[src/rtl/srs_pkg.sv]
package srs_pkg;
    typedef enum logic [1:0] {
        S_IDLE = 2'd0,
        S_REQ  = 2'd1,
        S_DONE = 2'd2
    } srs_state_e;
endpackage

[src/rtl/srs_chunk_calc.sv]
module srs_chunk_calc #(
    parameter int LEN_W     = 16,
    parameter int MAX_CHUNK = 16,
    localparam int CHUNK_W  = $clog2(MAX_CHUNK + 1)
) (
    input  logic [LEN_W-1:0]   total_len,
    input  logic [LEN_W-1:0]   finished,
    output logic [CHUNK_W-1:0] chunk_len
);
    logic [LEN_W-1:0] remaining;

    always_comb begin
        remaining = total_len - finished;
        if (remaining > LEN_W'(MAX_CHUNK)) begin
            chunk_len = CHUNK_W'(MAX_CHUNK);
        end else begin
            chunk_len = remaining[CHUNK_W-1:0];
        end
    end
endmodule

[src/rtl/srs_byte_out.sv]
module srs_byte_out #(
    parameter int LEN_W = 16
) (
    input  logic             clk,
    input  logic             rst_n,
    input  logic             active,
    input  logic             chunk_end,
    input  logic [LEN_W-1:0] base,
    input  logic             rx_valid,
    input  logic [7:0]       rx_data,
    output logic             out_valid,
    output logic [7:0]       out_data,
    output logic [LEN_W-1:0] out_pos
);
    logic [LEN_W-1:0] offset;

    always_ff @(posedge clk or negedge rst_n) begin
        if (!rst_n) begin
            offset    <= '0;
            out_valid <= 1'b0;
            out_data  <= '0;
            out_pos   <= '0;
        end else begin
            out_valid <= active && rx_valid;
            if (active && rx_valid) begin
                out_data <= rx_data;
                out_pos  <= base + offset;
            end
            if (!active || chunk_end) begin
                offset <= '0;
            end else if (rx_valid) begin
                offset <= offset + 1'b1;
            end
        end
    end
endmodule

[src/rtl/sideband_read_splitter.sv]
module sideband_read_splitter
    import srs_pkg::*;
#(
    parameter int ADDR_W    = 20,
    parameter int LEN_W     = 16,
    parameter int MAX_CHUNK = 16,
    parameter int STAT_W    = 8,
    localparam int CHUNK_W  = $clog2(MAX_CHUNK + 1)
) (
    input  logic               clk,
    input  logic               rst_n,
    input  logic               start,
    input  logic [ADDR_W-1:0]  start_addr,
    input  logic [LEN_W-1:0]   start_len,
    output logic               xact_req,
    output logic [ADDR_W-1:0]  xact_addr,
    output logic [CHUNK_W-1:0] xact_len,
    input  logic               xact_done,
    input  logic               xact_err,
    input  logic [CHUNK_W-1:0] xact_rlen,
    input  logic [STAT_W-1:0]  xact_status,
    input  logic               rx_valid,
    input  logic [7:0]         rx_data,
    output logic               out_valid,
    output logic [7:0]         out_data,
    output logic [LEN_W-1:0]   out_pos,
    output logic               done,
    output logic [LEN_W-1:0]   done_len,
    output logic               done_err,
    output logic [STAT_W-1:0]  done_status
);
    srs_state_e         state, state_nx;
    logic [ADDR_W-1:0]  base_addr;
    logic [LEN_W-1:0]   total_len;
    logic [LEN_W-1:0]   finished;
    logic               err_q;
    logic [STAT_W-1:0]  status_q;
    logic [CHUNK_W-1:0] chunk_len;
    logic               bad_reply;
    logic [LEN_W:0]     next_fin;
    logic               in_req;

    srs_chunk_calc #(.LEN_W(LEN_W), .MAX_CHUNK(MAX_CHUNK)) u_calc (
        .total_len (total_len),
        .finished  (finished),
        .chunk_len (chunk_len)
    );

    assign in_req    = (state == S_REQ);
    assign bad_reply = xact_err || (xact_rlen == '0) || (xact_rlen > chunk_len);
    assign next_fin  = {1'b0, finished} + (LEN_W+1)'(xact_rlen);

    // state register
    always_ff @(posedge clk or negedge rst_n) begin
        if (!rst_n) state <= S_IDLE;
        else        state <= state_nx;
    end

    // next-state decision
    always_comb begin
        state_nx = state;
        unique case (state)
            S_IDLE: if (start) state_nx = (start_len == '0) ? S_DONE : S_REQ;
            S_REQ: begin
                if (xact_done) begin
                    if (bad_reply)                         state_nx = S_DONE;
                    else if (next_fin >= {1'b0, total_len}) state_nx = S_DONE;
                end
            end
            S_DONE:  state_nx = S_IDLE;
            default: state_nx = S_IDLE;
        endcase
    end

    // request tracking
    always_ff @(posedge clk or negedge rst_n) begin
        if (!rst_n) begin
            base_addr <= '0;
            total_len <= '0;
            finished  <= '0;
            err_q     <= 1'b0;
            status_q  <= '0;
        end else begin
            if (state == S_IDLE && start) begin
                base_addr <= start_addr;
                total_len <= start_len;
                finished  <= '0;
                err_q     <= 1'b0;
                status_q  <= '0;
            end else if (in_req && xact_done) begin
                status_q <= xact_status;
                if (bad_reply) err_q    <= 1'b1;
                else           finished <= next_fin[LEN_W-1:0];
            end
        end
    end

    // outputs
    always_comb begin
        xact_req    = in_req;
        xact_addr   = base_addr + ADDR_W'(finished);
        xact_len    = chunk_len;
        done        = (state == S_DONE);
        done_len    = finished;
        done_err    = err_q;
        done_status = status_q;
    end

    srs_byte_out #(.LEN_W(LEN_W)) u_bytes (
        .clk       (clk),
        .rst_n     (rst_n),
        .active    (in_req),
        .chunk_end (xact_done),
        .base      (finished),
        .rx_valid  (rx_valid),
        .rx_data   (rx_data),
        .out_valid (out_valid),
        .out_data  (out_data),
        .out_pos   (out_pos)
    );
endmodule

[config.mk]
export PLATFORM = sky130hd
export DESIGN_NAME = sideband_read_splitter
export DESIGN_NICKNAME = d
export VERILOG_FILES = /design/src/rtl/srs_pkg.sv /design/src/rtl/srs_chunk_calc.sv /design/src/rtl/srs_byte_out.sv /design/src/rtl/sideband_read_splitter.sv
export SDC_FILE = /design/constraint.sdc
export NUM_CORES = 1
export LEC_CHECK = 0
export BUFFER_PORTS_ARGS = -buffer_cell sky130_fd_sc_hd__buf_2
export CORE_MARGIN = 2
export CORE_UTILIZATION = 40
export CTS_BUF_LIST = sky130_fd_sc_hd__clkbuf_4 sky130_fd_sc_hd__clkbuf_8 sky130_fd_sc_hd__clkbuf_16
export DETAILED_ROUTE_END_ITERATION = 8
export PLACE_DENSITY_LB_ADDON = 0.3
export SLEW_MARGIN = 10
export SYNTH_ARGS = -nofsm -noshare
export SYNTH_HDL_FRONTEND = slang
export SYNTH_SLANG_ARGS = --single-unit
[constraint.sdc]
create_clock -name clk -period 5.55 [get_ports clk]
set_input_delay 1.11 -clock clk [delete_from_list [all_inputs] [get_ports clk]]
set_output_delay 1.11 -clock clk [all_outputs]
set_load 0.01 [all_outputs]
# After elaboration in Yosys (flattened, before gate mapping)
# Index checks and enable logic that the tools add are counted.
# classes
addsub	5
order_cmp	3
n_eq_ne	6
muxes	17
n_reduce_logical	16
# ops
op	count
2-to-1 mux 16 bit	5
adder 20 x 16 -> 20 bit	1
adder 16 x 5 -> 17 bit	1
>= comparator 17 x 16 -> 1 bit	1
adder 16 x 1 -> 16 bit (second input constant)	1
adder 16 bit	1
greater-than comparator 16 x 5 -> 1 bit (second input constant)	1
zero test 16 bit	1
2-to-1 mux 8 bit	2
subtractor 16 bit	1
2-to-1 mux 2 bit	5
nonzero test 2 bit	3
greater-than comparator 5 bit	1
zero test 5 bit	1
2-to-1 mux 5 bit	1
inequality test 2 bit (second input constant)	2
one-hot mux 2 bit (2 select lines)	1
AND reduction 2 bit	2
logical AND 1 bit	3
logical OR 1 bit	3
2-to-1 mux 1 bit	3
inequality test 3 x 2 -> 1 bit (second input constant)	1
AND reduction 3 bit	1
equality test 2 x 1 -> 1 bit (second input constant)	1
other kinds (4)	4
# word_totals
reg_bits	104
in_bits	63
output_inout_bits	77
word_cells	57

# Longest topological paths before layout
# logic_depth
word_depth	8
ltp_mapped	22
mapped_depth_nobuf	20

# Modules after synthesis
# From an unflattened synthesis, not the netlist that was laid out.
# hier_totals
hier_cells	898
hier_area_um2	7726.2
# modules_own_cells
module	n_inst	cells_each	area_per_inst_um2	seq_area_each_um2
sideband_read_splitter	1	501	4345.4	1576.5
srs_byte_out	1	239	2372.3	1026.0
srs_chunk_calc	1	158	1008.5	0.0

# Least setup slack after synthesis
# No wires, ideal clock.
# synth_path
kind	register to register
startpoint	register finished[12], in the netlist done_len[12]
endpoint	register finished[15], in the netlist done_len[15]
setup_time_ns	0.083
t_arrival_ns	4.794
required_time_ns	5.467
slack_ns	0.674
path_stages_with_launch	21
path_buffers	1
synth_period_minus_slack_ns	4.876
cell_sequence	dfrtp_1 inv_1 ha_1 o21ai_1 a32o_1 or4_1 or3_1 a21oi_1 o2111ai_1 a2111oi_4 nor2b_1 ha_1 nor2b_1 o21a_1 o21ai_0 a21oi_1 o22a_1 nor3_1 clkbuf_1 mux2_2 o21ai_0
# synth_via
elab_chain_len	7
elab_cells_between_ends	11
classes_between	add/sub (2); order compare (2); eq/ne (1); mux (4); reduce/logical (2)
# synth_rtl
item	line	text
start, declared	sideband_read_splitter.sv:35	logic [LEN_W-1:0] finished;
start signal, assigned	sideband_read_splitter.sv:93	else finished <= next_fin[LEN_W-1:0];
subtractor 16 bit	srs_chunk_calc.sv:13	remaining = total_len - finished;
greater-than comparator 16 x 5 -> 1 bit	srs_chunk_calc.sv:14	if (remaining > LEN_W'(MAX_CHUNK)) begin
2-to-1 mux 5 bit	srs_chunk_calc.sv:14	
named net xact_len[0]	sideband_read_splitter.sv:17	output logic [CHUNK_W-1:0] xact_len,
greater-than comparator 5 bit	sideband_read_splitter.sv:50	assign bad_reply = xact_err || (xact_rlen == '0) || (xact_rlen > chunk_len);
logical OR 1 bit	sideband_read_splitter.sv:50	
inequality test 2 x 1 -> 1 bit (no source line)	--	
AND reduction 2 bit (no source line)	--	
# The timed path passes the listed nets, and every way through them passes these cells. The select of a mux whose other input is x is not followed.
# A chain may end at the register's enable or synchronous reset.

# Final worst setup path
# layout_path
startpoint	register finished[10], in the netlist done_len[10]
endpoint	register finished[15], in the netlist done_len[15]
# layout_via
elab_chain_len	7
elab_cells_between_ends	11
classes_between	add/sub (2); order compare (2); eq/ne (1); mux (4); reduce/logical (2)
# layout_rtl
item	line
subtractor 16 bit	srs_chunk_calc.sv:13
greater-than comparator 16 x 5 -> 1 bit	srs_chunk_calc.sv:14
2-to-1 mux 5 bit	srs_chunk_calc.sv:14
greater-than comparator 5 bit	sideband_read_splitter.sv:50
logical OR 1 bit	sideband_read_splitter.sv:50
inequality test 2 x 1 -> 1 bit (no source line)	--
AND reduction 2 bit (no source line)	--
# Parallel ways exist; a longest one is shown, timed or not. The select of a mux whose other input is x is not followed.

==> results.py <==
metrics = {
    "synthesis": {
        "avg_cell_area_syn_sq_um": 8.87,
        "yosysWarningCount": 0,
        "synthesis.area_sq_um": 7300,
        "synth_edf_count": 0,
        "ys_async_sr_fraction": 1.00,
        "post_synth_cell_types": 63,
        "synth_seq_cells": 104,
        "yosys_most_used_dff": "dfrtp_1",
        "synth.net_count": 963,
        "post_synth_inst_count": 823,
        "synth-seq-area-share": 0.357,
    },
    "worst_setup_path": {
        "timing.critical_path.to_type": "register",
        "worst_setup_path_start_kind": "register",
        "reg2reg_to": "done_len[15]",
        "startpoint": "done_len[10]",
        "worstPathArrival_ns": 5.31,
        "worst-r2r-setup-slack_ns": 0.52,
        "reg2regPathDepth": 21,
        "worstReg2RegStart": "done_len[10]",
        "required_ns": 5.83,
        "critical_path_class": "reg2reg",
        "critical_path.endpoint": "done_len[15]",
        "worst-path-max-fanout": 21,
    },
    "timing": {
        "max_clock_freq_mhz": 199,
        "setup_tns_ns": 0,
        "holdWs_ns": 0.477,
        "worst-slew-pin-transition_ns": 0.926,
        "fin_worst_skew_ns": 0.0110,
        "setup_viol": 0,
        "unrepaired_setup_endpoints_after_global_routing": "no",
        "timing.final.ws_setup_ns": 0.517,
        "slew_headroom": 0.381,
        "fin_crit_sh": 0.907,
        "fin_crit_ns": 5.03,
        "timing_max_transition_violations_final": 0,
        "finalHoldViolCount": 0,
    },
    "power_and_ir_drop": {
        "power.internal_uw": 2260,
        "seq_power_share": 0.288,
        "comb_power_share": 0.541,
        "sw_frac_of_total": 0.437,
        "static-leakage-power_uw": 0.00442,
        "power_switching_uw": 1750,
        "power.density_nw_per_um2": 463,
        "vdd_drop_max_uv": 254,
        "power_frac_clock": 0.170,
    },
    "cts": {
        "clk-insertion-delay-late_ns": 0.36,
        "tritoncts": "built",
        "htree_levels": 3,
        "cts.clk_slew.worst_paths_ns": 0.08,
        "cts_buffer_depth": 2,
        "cts_hold_repair.buffers": 0,
        "clock_tree.root_cell": "clkbuf_16",
        "cts_sinks": 104,
        "tritoncts.num_buffers": 9,
    },
    "place": {
        "placer_congestion_estimate": 0.883,
        "pre_cts_ws_ns": 0.429,
        "placed_area_sq_um": 8340,
        "numPortBuffers": 139,
        "place_hpwl_mm": 15.3,
        "placed_instance_count": 1186,
    },
    "routing": {
        "iteration_0_drc_markers": 393,
        "drt_pass1_iterations": 5,
        "drt_drc_violations_left": 0,
        "vias_per_cell": 5.27,
        "detail_route.wirelength_mm": 19.6,
        "detailroute.via_count": 6347,
        "routedWlPerCell_um": 16.3,
        "ant_nets": 0,
    },
    "run": {
        "max_capacitance_violation_count": 0,
    },
    "outcome": {
        "run_status": "finished clean",
    },
    "final_layout": {
        "synthToLayoutAreaGrowth_pct": 18.8,
        "filler_cell_count": 1767,
        "instances_no_fill": 1204,
        "final_cell_mix": "buf_2, nand2_1, dfrtp_1",
        "finalInstanceArea_sq_um": 8670,
        "drive_gt1_frac": 0.204,
        "diodes": 0,
        "mostFrequentLayoutCell": "buf_2",
        "finish.net_count": 1110,
    },
    "die": {
        "pin_count": 140,
        "die_extent_in_y_um": 139,
        "die-area_sq_um": 19300,
        "floorplan.die.width_um": 139,
        "start_util": 0.408,
        "core_footprint_sq_um": 17900,
        "std_cell_rows": 49,
    },
    "min_path": {
        "timing.hold.worst.class": "reg2reg",
    },
    "grt": {
        "pin_count_of_the_biggest_net_entering_global_routing": 64,
        "antenna_violations_before_repair": 0,
        "global_route.usage.total": 0.206,
        "global_route.overflow_total": 0,
        "grt_pass1_wl_mm": 31.9,
        "first_global_vias": 6059,
    },
}
-- state kept, by name, summed over array words and instances (netlist names) --
register           cells
total_len             16
state                  2
done_status            8
u_bytes.offset        16
u_bytes.out_valid      1
u_bytes.out_pos       16
done_len              16
done_err               1
base_addr             20
u_bytes.out_data       8
-- Yosys cell counts, types with 11 or more instances --
| master | n | area share |
|---|---|---|
| nand2_1 | 128 | 0.066 |
| dfrtp_1 | 104 | 0.36 |
| ha_1 | 73 | 0.13 |
| inv_1 | 55 | 0.028 |
| o21ai_0 | 53 | 0.036 |
| nor2_1 | 51 | 0.026 |
| xnor2_1 | 36 | 0.043 |
| a21oi_1 | 35 | 0.024 |
| xor2_1 | 25 | 0.030 |
| clkbuf_1 | 23 | 0.012 |
| a21o_1 | 22 | 0.023 |
| nand3_1 | 19 | 0.013 |
| mux2_2 | 15 | 0.023 |
| nor2b_1 | 15 | 0.013 |
| nor3_1 | 14 | 0.0096 |
| nand2b_1 | 11 | 0.0094 |
-- worst min path at each step --
stage	start	cells after the start	endpoint
2_1_floorplan	base_addr[0]	2	base_addr[0]
3_3_place_gp	u_bytes.out_pos[14]	2	u_bytes.out_pos[14]
3_5_place_dp	u_bytes.out_pos[4]	2	u_bytes.out_pos[4]
4_1_cts	u_bytes.out_pos[4]	2	u_bytes.out_pos[4]
5_1_grt	base_addr[10]	2	base_addr[10]
6_report	u_bytes.out_pos[4]	2	u_bytes.out_pos[4]
-- timing repair --
action | 4_1_cts | 5_1_grt
endpoints found under the hold margin | 0 | 0
endpoints found under the setup margin | 0 | 1
buffers inserted | 0 | 2
resized for setup | 0 | 0
-- per-layer routing --
layer  part of all wire  up-vias  global-route usage
met5                  0        -                   0
li1                   -     3201                   -
met1               0.49     2978               0.294
met4              0.018        0              0.0649
met3              0.038       21              0.0259
met2               0.45      147               0.328
-- critical path, cell delays in order (launching register included) --
cell       delay, ns
dfrtp_1         0.38
inv_1           0.13
ha_1            0.31
a21oi_1         0.40
o221ai_1        0.20
a32o_1          0.30
or3_1           0.39
a21oi_1         0.12
o2111ai_1       0.18
a2111oi_4       0.34
buf_4           0.19
nand2b_1        0.06
ha_1            0.30
nor2b_1         0.13
o21a_1          0.15
o21ai_0         0.15
a21oi_1         0.09
o22a_1          0.20
nor3_2          0.11
buf_4           0.28
mux2_2          0.36
o21ai_0         0.16
-- power by group through the flow --
| stage | clock [uW] | combinational (uW) | sequential, uW |
|---|---|---|---|
| floorplan | 0 | 1470 | 1180 |
| global placement | 0 | 2160 | 1160 |
| detailed placement | 0 | 2160 | 1170 |
| CTS | 699 | 2180 | 1160 |
| global route | 728 | 2440 | 1190 |
| finish | 684 | 2170 | 1160 |
-- through the flow --
step	util	total power, uW
floorplan	-	2650
global placement	0.466	3320
detailed placement	0.466	3330
CTS	0.483	4030
global route	0.484	4350
finish	0.484	4010
-- cell type report --
| class | instances | area [sq um] | area share |
|---|---|---|---|
| tap | 229 | 287 | 0.0331 |
| timing repair buffer | 160 | 856 | 0.0988 |
| multi-input combinational | 640 | 4400 | 0.508 |
| sequential | 104 | 2600 | 0.300 |
| inverter | 55 | 206 | 0.0238 |
| clock inverter | 7 | 85.1 | 0.00982 |
| clock buffer | 9 | 225 | 0.0260 |
-- logic make-up after synthesis --
kind of cell,synth area share
multiplexers,0.0307
buffers and inverters,0.0406
AND/OR/NAND/NOR,0.185
flip-flops,0.357
adder cells (fa/ha/maj),0.136
AO/OA/AOI/OAI,0.177
XOR/XNOR,0.0732
Note: power is estimated with default switching activity, not from simulation.
